===== src/rtl/pbus_host_pkg.sv =====
package pbus_host_pkg;

   typedef enum logic [1:0] {
      PH_PARK   = 2'd0,
      PH_SETUP  = 2'd1,
      PH_STROBE = 2'd2,
      PH_HOLD   = 2'd3
   } pbus_phase_e;

endpackage


===== src/rtl/pbus_host_seq.sv =====
module pbus_host_seq
   import pbus_host_pkg::*;
#(
   parameter int ADDR_W = 4,
   parameter int DATA_W = 8,
   parameter int LEN_W  = 4
) (
   input  logic              clk,
   input  logic              rst_n,
   input  logic              req_valid,
   input  logic              req_write,
   input  logic [ADDR_W-1:0] req_addr,
   input  logic [DATA_W-1:0] req_wdata,
   input  logic [LEN_W-1:0]  req_len,
   input  logic [DATA_W-1:0] bus_data_i,
   output pbus_phase_e       phase_q,
   output logic              lat_write_q,
   output logic [ADDR_W-1:0] lat_addr_q,
   output logic [DATA_W-1:0] lat_wdata_q,
   output logic              req_ready,
   output logic              rsp_done,
   output logic [DATA_W-1:0] rsp_rdata
);

   localparam logic [LEN_W-1:0] LEN_ZERO = '0;

   logic [LEN_W-1:0] cnt_q;
   logic             accept;
   logic             last_strobe;

   assign req_ready   = (phase_q == PH_PARK);
   assign accept      = req_ready && req_valid;
   assign last_strobe = (phase_q == PH_STROBE) && (cnt_q == LEN_ZERO);

   always_ff @(posedge clk or negedge rst_n) begin
      if (!rst_n) begin
         phase_q     <= PH_PARK;
         cnt_q       <= '0;
         lat_write_q <= 1'b0;
         lat_addr_q  <= '1;
         lat_wdata_q <= '0;
         rsp_done    <= 1'b0;
         rsp_rdata   <= '0;
      end else begin
         rsp_done <= (phase_q == PH_HOLD);
         unique case (phase_q)
            PH_PARK: begin
               if (accept) begin
                  lat_write_q <= req_write;
                  lat_addr_q  <= req_addr;
                  lat_wdata_q <= req_wdata;
                  cnt_q       <= (req_len == LEN_ZERO) ? LEN_ZERO : req_len - 1'b1;
                  phase_q     <= PH_SETUP;
               end
            end
            PH_SETUP: phase_q <= PH_STROBE;
            PH_STROBE: begin
               if (last_strobe) begin
                  phase_q <= PH_HOLD;
                  if (!lat_write_q) rsp_rdata <= bus_data_i;
               end else begin
                  cnt_q <= cnt_q - 1'b1;
               end
            end
            PH_HOLD: phase_q <= PH_PARK;
            default: phase_q <= PH_PARK;
         endcase
      end
   end

   AST_DONE_PULSE: assert property (@(posedge clk) disable iff (!rst_n)
      rsp_done |=> !rsp_done);

   AST_BUSY_LATCH: assert property (@(posedge clk) disable iff (!rst_n)
      !req_ready |=> ($stable(lat_addr_q) && $stable(lat_write_q) && $stable(lat_wdata_q)));

   AST_DONE_IDLE: assert property (@(posedge clk) disable iff (!rst_n)
      rsp_done |-> req_ready);

endmodule


===== src/rtl/pbus_host_pins.sv =====
module pbus_host_pins
   import pbus_host_pkg::*;
#(
   parameter int ADDR_W = 4,
   parameter int DATA_W = 8
) (
   input  pbus_phase_e       phase_q,
   input  logic              lat_write_q,
   input  logic [ADDR_W-1:0] lat_addr_q,
   input  logic [DATA_W-1:0] lat_wdata_q,
   output logic [ADDR_W-1:0] bus_addr_o,
   output logic              bus_cs_n_o,
   output logic              bus_rd_n_o,
   output logic              bus_wr_n_o,
   output logic [DATA_W-1:0] bus_data_o,
   output logic              bus_data_oe_o
);

   localparam logic [ADDR_W-1:0] PARK_ADDR = '1;

   always_comb begin
      bus_addr_o    = lat_addr_q;
      bus_cs_n_o    = 1'b1;
      bus_rd_n_o    = 1'b1;
      bus_wr_n_o    = 1'b1;
      bus_data_o    = lat_wdata_q;
      bus_data_oe_o = lat_write_q;
      unique case (phase_q)
         PH_PARK: begin
            bus_addr_o    = PARK_ADDR;
            bus_cs_n_o    = 1'b0;
            bus_rd_n_o    = 1'b0;
            bus_data_o    = '0;
            bus_data_oe_o = 1'b0;
         end
         PH_STROBE: begin
            bus_cs_n_o = 1'b0;
            bus_rd_n_o = lat_write_q;
            bus_wr_n_o = !lat_write_q;
         end
         default: ;
      endcase
   end

endmodule


===== src/rtl/pbus_host_irq.sv =====
module pbus_host_irq #(
   parameter bit IRQ_EDGE = 1'b0
) (
   input  logic clk,
   input  logic rst_n,
   input  logic bus_irq_n_i,
   input  logic irq_clear,
   output logic irq_flag
);

   logic [1:0] sync_q;

   always_ff @(posedge clk or negedge rst_n) begin
      if (!rst_n) sync_q <= '0;
      else        sync_q <= {sync_q[0], !bus_irq_n_i};
   end

   generate
      if (IRQ_EDGE) begin : g_edge
         logic prev_q;
         logic flag_q;
         always_ff @(posedge clk or negedge rst_n) begin
            if (!rst_n) begin
               prev_q <= 1'b0;
               flag_q <= 1'b0;
            end else begin
               prev_q <= sync_q[1];
               if (sync_q[1] && !prev_q) flag_q <= 1'b1;
               else if (irq_clear)       flag_q <= 1'b0;
            end
         end
         assign irq_flag = flag_q;

         AST_FLAG_STICKY: assert property (@(posedge clk) disable iff (!rst_n)
            (irq_flag && !irq_clear) |=> irq_flag);
      end else begin : g_level
         logic unused_clear;
         assign unused_clear = irq_clear;
         assign irq_flag     = sync_q[1];

         AST_LEVEL_LAG: assert property (@(posedge clk) disable iff (!rst_n)
            $rose(irq_flag) |-> !$past(bus_irq_n_i, 2));
      end
   endgenerate

endmodule


===== src/rtl/pbus_host.sv =====
module pbus_host
   import pbus_host_pkg::*;
#(
   parameter int ADDR_W   = 4,
   parameter int DATA_W   = 8,
   parameter int LEN_W    = 4,
   parameter bit IRQ_EDGE = 1'b0
) (
   input  logic              clk,
   input  logic              rst_n,
   input  logic              req_valid,
   input  logic              req_write,
   input  logic [ADDR_W-1:0] req_addr,
   input  logic [DATA_W-1:0] req_wdata,
   input  logic [LEN_W-1:0]  req_len,
   output logic              req_ready,
   output logic              rsp_done,
   output logic [DATA_W-1:0] rsp_rdata,
   input  logic              irq_clear,
   output logic              irq_flag,
   output logic [ADDR_W-1:0] bus_addr_o,
   output logic              bus_cs_n_o,
   output logic              bus_rd_n_o,
   output logic              bus_wr_n_o,
   output logic [DATA_W-1:0] bus_data_o,
   output logic              bus_data_oe_o,
   input  logic [DATA_W-1:0] bus_data_i,
   input  logic              bus_irq_n_i
);

   generate
      if (ADDR_W < 1 || ADDR_W > 16) begin : g_bad_addr
         $error("pbus_host: ADDR_W out of range");
      end
      if (DATA_W < 1 || DATA_W > 64) begin : g_bad_data
         $error("pbus_host: DATA_W out of range");
      end
      if (LEN_W < 1 || LEN_W > 16) begin : g_bad_len
         $error("pbus_host: LEN_W out of range");
      end
   endgenerate

   pbus_phase_e       phase_q;
   logic              lat_write_q;
   logic [ADDR_W-1:0] lat_addr_q;
   logic [DATA_W-1:0] lat_wdata_q;

   pbus_host_seq #(.ADDR_W(ADDR_W), .DATA_W(DATA_W), .LEN_W(LEN_W)) u_seq (
      .clk         (clk),
      .rst_n       (rst_n),
      .req_valid   (req_valid),
      .req_write   (req_write),
      .req_addr    (req_addr),
      .req_wdata   (req_wdata),
      .req_len     (req_len),
      .bus_data_i  (bus_data_i),
      .phase_q     (phase_q),
      .lat_write_q (lat_write_q),
      .lat_addr_q  (lat_addr_q),
      .lat_wdata_q (lat_wdata_q),
      .req_ready   (req_ready),
      .rsp_done    (rsp_done),
      .rsp_rdata   (rsp_rdata)
   );

   pbus_host_pins #(.ADDR_W(ADDR_W), .DATA_W(DATA_W)) u_pins (
      .phase_q       (phase_q),
      .lat_write_q   (lat_write_q),
      .lat_addr_q    (lat_addr_q),
      .lat_wdata_q   (lat_wdata_q),
      .bus_addr_o    (bus_addr_o),
      .bus_cs_n_o    (bus_cs_n_o),
      .bus_rd_n_o    (bus_rd_n_o),
      .bus_wr_n_o    (bus_wr_n_o),
      .bus_data_o    (bus_data_o),
      .bus_data_oe_o (bus_data_oe_o)
   );

   pbus_host_irq #(.IRQ_EDGE(IRQ_EDGE)) u_irq (
      .clk         (clk),
      .rst_n       (rst_n),
      .bus_irq_n_i (bus_irq_n_i),
      .irq_clear   (irq_clear),
      .irq_flag    (irq_flag)
   );

   AST_WR_DRIVES: assert property (@(posedge clk) disable iff (!rst_n)
      !bus_wr_n_o |-> (bus_data_oe_o && bus_rd_n_o && !bus_cs_n_o));

   AST_PARK_RELEASED: assert property (@(posedge clk) disable iff (!rst_n)
      req_ready |-> (!bus_data_oe_o && bus_wr_n_o && !bus_cs_n_o));

   AST_ADDR_FROZEN: assert property (@(posedge clk) disable iff (!rst_n)
      (!req_ready && !bus_cs_n_o) |=> (req_ready || bus_cs_n_o || $stable(bus_addr_o)));

endmodule


===== config.mk =====
export PLATFORM = sky130hd
export DESIGN_NAME = pbus_host
export DESIGN_NICKNAME = d
export VERILOG_FILES = /design/src/rtl/pbus_host_pkg.sv /design/src/rtl/pbus_host_seq.sv /design/src/rtl/pbus_host_pins.sv /design/src/rtl/pbus_host_irq.sv /design/src/rtl/pbus_host.sv
export SDC_FILE = /design/constraint.sdc
export NUM_CORES = 1
export LEC_CHECK = 0
export ABC_AREA = 0
export BUFFER_PORTS_ARGS = -buffer_cell sky130_fd_sc_hd__buf_2
export CAP_MARGIN = 20
export CORE_ASPECT_RATIO = 0.7
export CORE_MARGIN = 2
export CORE_UTILIZATION = 43
export CTS_CLUSTER_SIZE = 10
export DETAILED_ROUTE_END_ITERATION = 6
export HOLD_SLACK_MARGIN = 0.03
export PLACE_DENSITY = 0.74
export SLEW_MARGIN = 10
export SYNTH_ARGS = -nofsm -noshare
export SYNTH_HDL_FRONTEND = slang
export SYNTH_HIERARCHICAL = 1
export SYNTH_SLANG_ARGS = --single-unit

===== constraint.sdc =====
create_clock -name clk -period 1.8 [get_ports clk]
set_input_delay 0.27 -clock clk [delete_from_list [all_inputs] [get_ports clk]]
set_output_delay 0.27 -clock clk [all_outputs]
set_load 0.05 [all_outputs]

==> reports/metrics.yaml <==
routing:
  route.detailed.drc: 0
  wl_met3_um: 198
  ant_nets: 0
  route.met2.wl_mm: 1.39
  drt-wirelength-per-cell_um: 13.3
  wl_mm: 3.03
  topRoutingLayerUsed: "met4"
  wl_met1_mm: 1.38
  first_pass_iters: 3
  vias_per_cell: 4.88
  num_vias: 1112
  drt_iter0_drc: 25
floorplan:
  num_io_pins: 57
  die-width_um: 74.5
  dieArea_um2: 3980
  initial_utilization_pct: 46.3
  rows: 17
  core_area_um2: 3230
  die_h_um: 53.4
clock_network:
  cts_tree: "built"
  clock-sinks: 30
  clkLatencyLatePin_ps: 270
  h-tree-depth: 2
  path_clk_slew_ps: 60
  cts_buffers: 5
  clockRootBuffer: "clkbuf_8"
  clockBufferDepth: 2
  postCtsHoldBufs: 0
logic_synthesis:
  avgSynthCellArea_um2: 12.9
  synth-seq-cells: 30
  synth_cells: 116
  netlist_area_um2: 1500
  synth_cell_types: 29
  syn-num-nets: 151
  yosysWarnings: 6
  synth-seq-area-share_pct: 50.5
grt:
  grt_max_degree: 31
  grt.overflow.total: 0
  antenna_found_initial: 0
  grtUsageTotal_pct: 16.8
  grt_pass1_vias: 1132
  grt_first_pass_wirelength_mm: 4.89
setup_path:
  path_cells: "inv_1 -> ha_1 -> nor3b_4 -> a211o_4 -> nor4b_4 -> a221oi_2"
  worstSetupStartpointType: "flop"
  ff2ff_setup_slack_ps: 120
  reg2reg_depth: 6
  regToRegEndpoint: "u_seq/cnt_q[2]"
  cp-end-kind: "flop"
  worst-path-max-fanout: 7
  reg2reg_from: "u_seq/cnt_q[0]"
  path_class: "reg -> reg"
  cp.arrival_ps: 1820
  crit_required_ps: 1950
  cpPeakStageDelay_ps: 390
  crit_slowest_cell: "a211o_4"
sta:
  fin_worst_skew_ps: 4.83
  fmaxAchievable_ghz: 0.596
  finalCriticalPeriod_ps: 1680
  rsz0062_at_grt: "false"
  slew_violations: 0
  relSlewSlack_pct: 56.1
  post-route-period-util_pct: 93.2
  tns_ps: 0
  tightest_slew_ps: 658
  finalSetupViolations: 0
  final_hold_viol_count: 0
cells_and_area:
  nets: 215
  final_common_cell: "buf_2"
  antenna_cells: 0
  drive_above_1_share_pct: 58.0
  area_growth_pct: 30.8
  final_cell_mix: "55 x buf_2, 24 x dfrtp_1, 21 x mux2_2, 9 x o21a_1"
placement:
  io_buffers: 55
  dp_hpwl_mm: 2.30
  routabilityCongestion: 0.870
hold_path:
  min_path_type: "in -> async"
job:
  max_cap_viol_count: 0
run_status:
  outcome: "finished clean"
==> how the worst max path moves through the flow <==
stage                           startpoint                to
after floorplan           u_seq/phase_q[0]    u_seq/cnt_q[2]
after detailed placement    u_seq/cnt_q[0]  u_seq/phase_q[1]
after global placement      u_seq/cnt_q[0]  u_seq/phase_q[1]
final                       u_seq/cnt_q[0]    u_seq/cnt_q[2]
after global routing        u_seq/cnt_q[0]  u_seq/phase_q[1]
after CTS                   u_seq/cnt_q[0]  u_seq/phase_q[1]
==> kinds of logic after synthesis <==
kind of cell / Yosys count / share of synthesized area (%)
adders and majority gates: 5 / 4.18
xor gates and xnor gates: 1 / 0.585
muxes: 22 / 16.6
buffers and inverters: 12 / 4.35
DFF: 30 / 50.5
and+or+nand+nor: 16 / 8.28
AOI/OAI and AO/OA: 30 / 15.6
==> per-stage QoR <==
stage	hold WS (ps)	std cells	util, %	worst slack, ps	area (µm²)
after global placement	321	219	57.3	101	1850
after detailed placement	339	219	57.3	9.88	1850
after global routing	72.7	228	60.5	20.6	1960
after floorplan	-25.6	116	-	65.4	1510
final	23.0	228	60.5	123	1960
after CTS	38.1	227	60.3	41.2	1950
==> layout make-up <==
class / instances / area, µm²
Timing Repair Buffer: 62 / 328
Sequential cell: 30 / 758
Tap cell: 47 / 58.8
Inverter: 7 / 26.3
Clock inverter: 1 / 5.00
Fill cell: 265 / 1280
Clock buffer: 7 / 86.3
Multi-Input combinational cell: 74 / 694
==> sequential cells by signal, summed over array words and instances (netlist names) <==
| register | count |
|---|---|
| u_seq/rsp_rdata | 8 |
| u_irq/sync_q | 2 |
| u_seq/lat_addr_q | 4 |
| u_seq/cnt_q | 4 |
| u_seq/phase_q | 2 |
| u_seq/lat_write_q | 1 |
| u_seq/lat_wdata_q | 8 |
| u_seq/rsp_done | 1 |
==> Yosys cell counts, drive strengths merged <==
library cell | count | area (µm²)
nor3b | 1 | 12.5
o21bai | 4 | 30.0
buf | 4 | 35.0
o21ai | 6 | 30.0
o31ai | 2 | 15.0
nor3 | 3 | 15.0
nor2 | 5 | 18.8
dfstp | 4 | 105
nand3b | 3 | 35.0
inv | 7 | 26.3
o32a | 1 | 10.0
a221oi | 2 | 30.0
dfrtp | 26 | 651
a211o | 1 | 17.5
clkbuf | 1 | 3.75
xor2 | 1 | 8.76
a21oi | 3 | 15.0
nor4b | 2 | 32.5
nand2 | 1 | 3.75
a21o | 2 | 17.5
mux2 | 22 | 248
nor2b | 1 | 6.26
ha | 5 | 62.6
o21a | 9 | 67.6
==> metal layers <==
| metal | track usage, % | vias up |
|---|---|---|
| met5 | 0 | - |
| li1 | - | 540 |
| met4 | 7.44 | 0 |
| met3 | 4.95 | 7 |
| met1 | 20.4 | 530 |
| met2 | 27.6 | 35 |
==> critical path: cells and delay by family (launching register included) <==
family / cells / cell delay [ps]
AO/OA/AOI/OAI: 2 / 440
flip-flops: 1 / 380
adder cells (fa/ha/maj): 1 / 230
buffers and inverters: 1 / 60
AND/OR/NAND/NOR: 2 / 440
==> timing repair <==
| action | in CTS | in global routing |
|---|---|---|
| setup endpoints to repair | 1 | 1 |
| setup buffers | 0 | 1 |
| pin swaps | 0 | 0 |
| resized for setup | 1 | 0 |
| gates cloned | 0 | 0 |
Power is left out: the tool's default activity adds up to more than one toggle a clock period on the data nets, which glitch-free logic cannot reach.
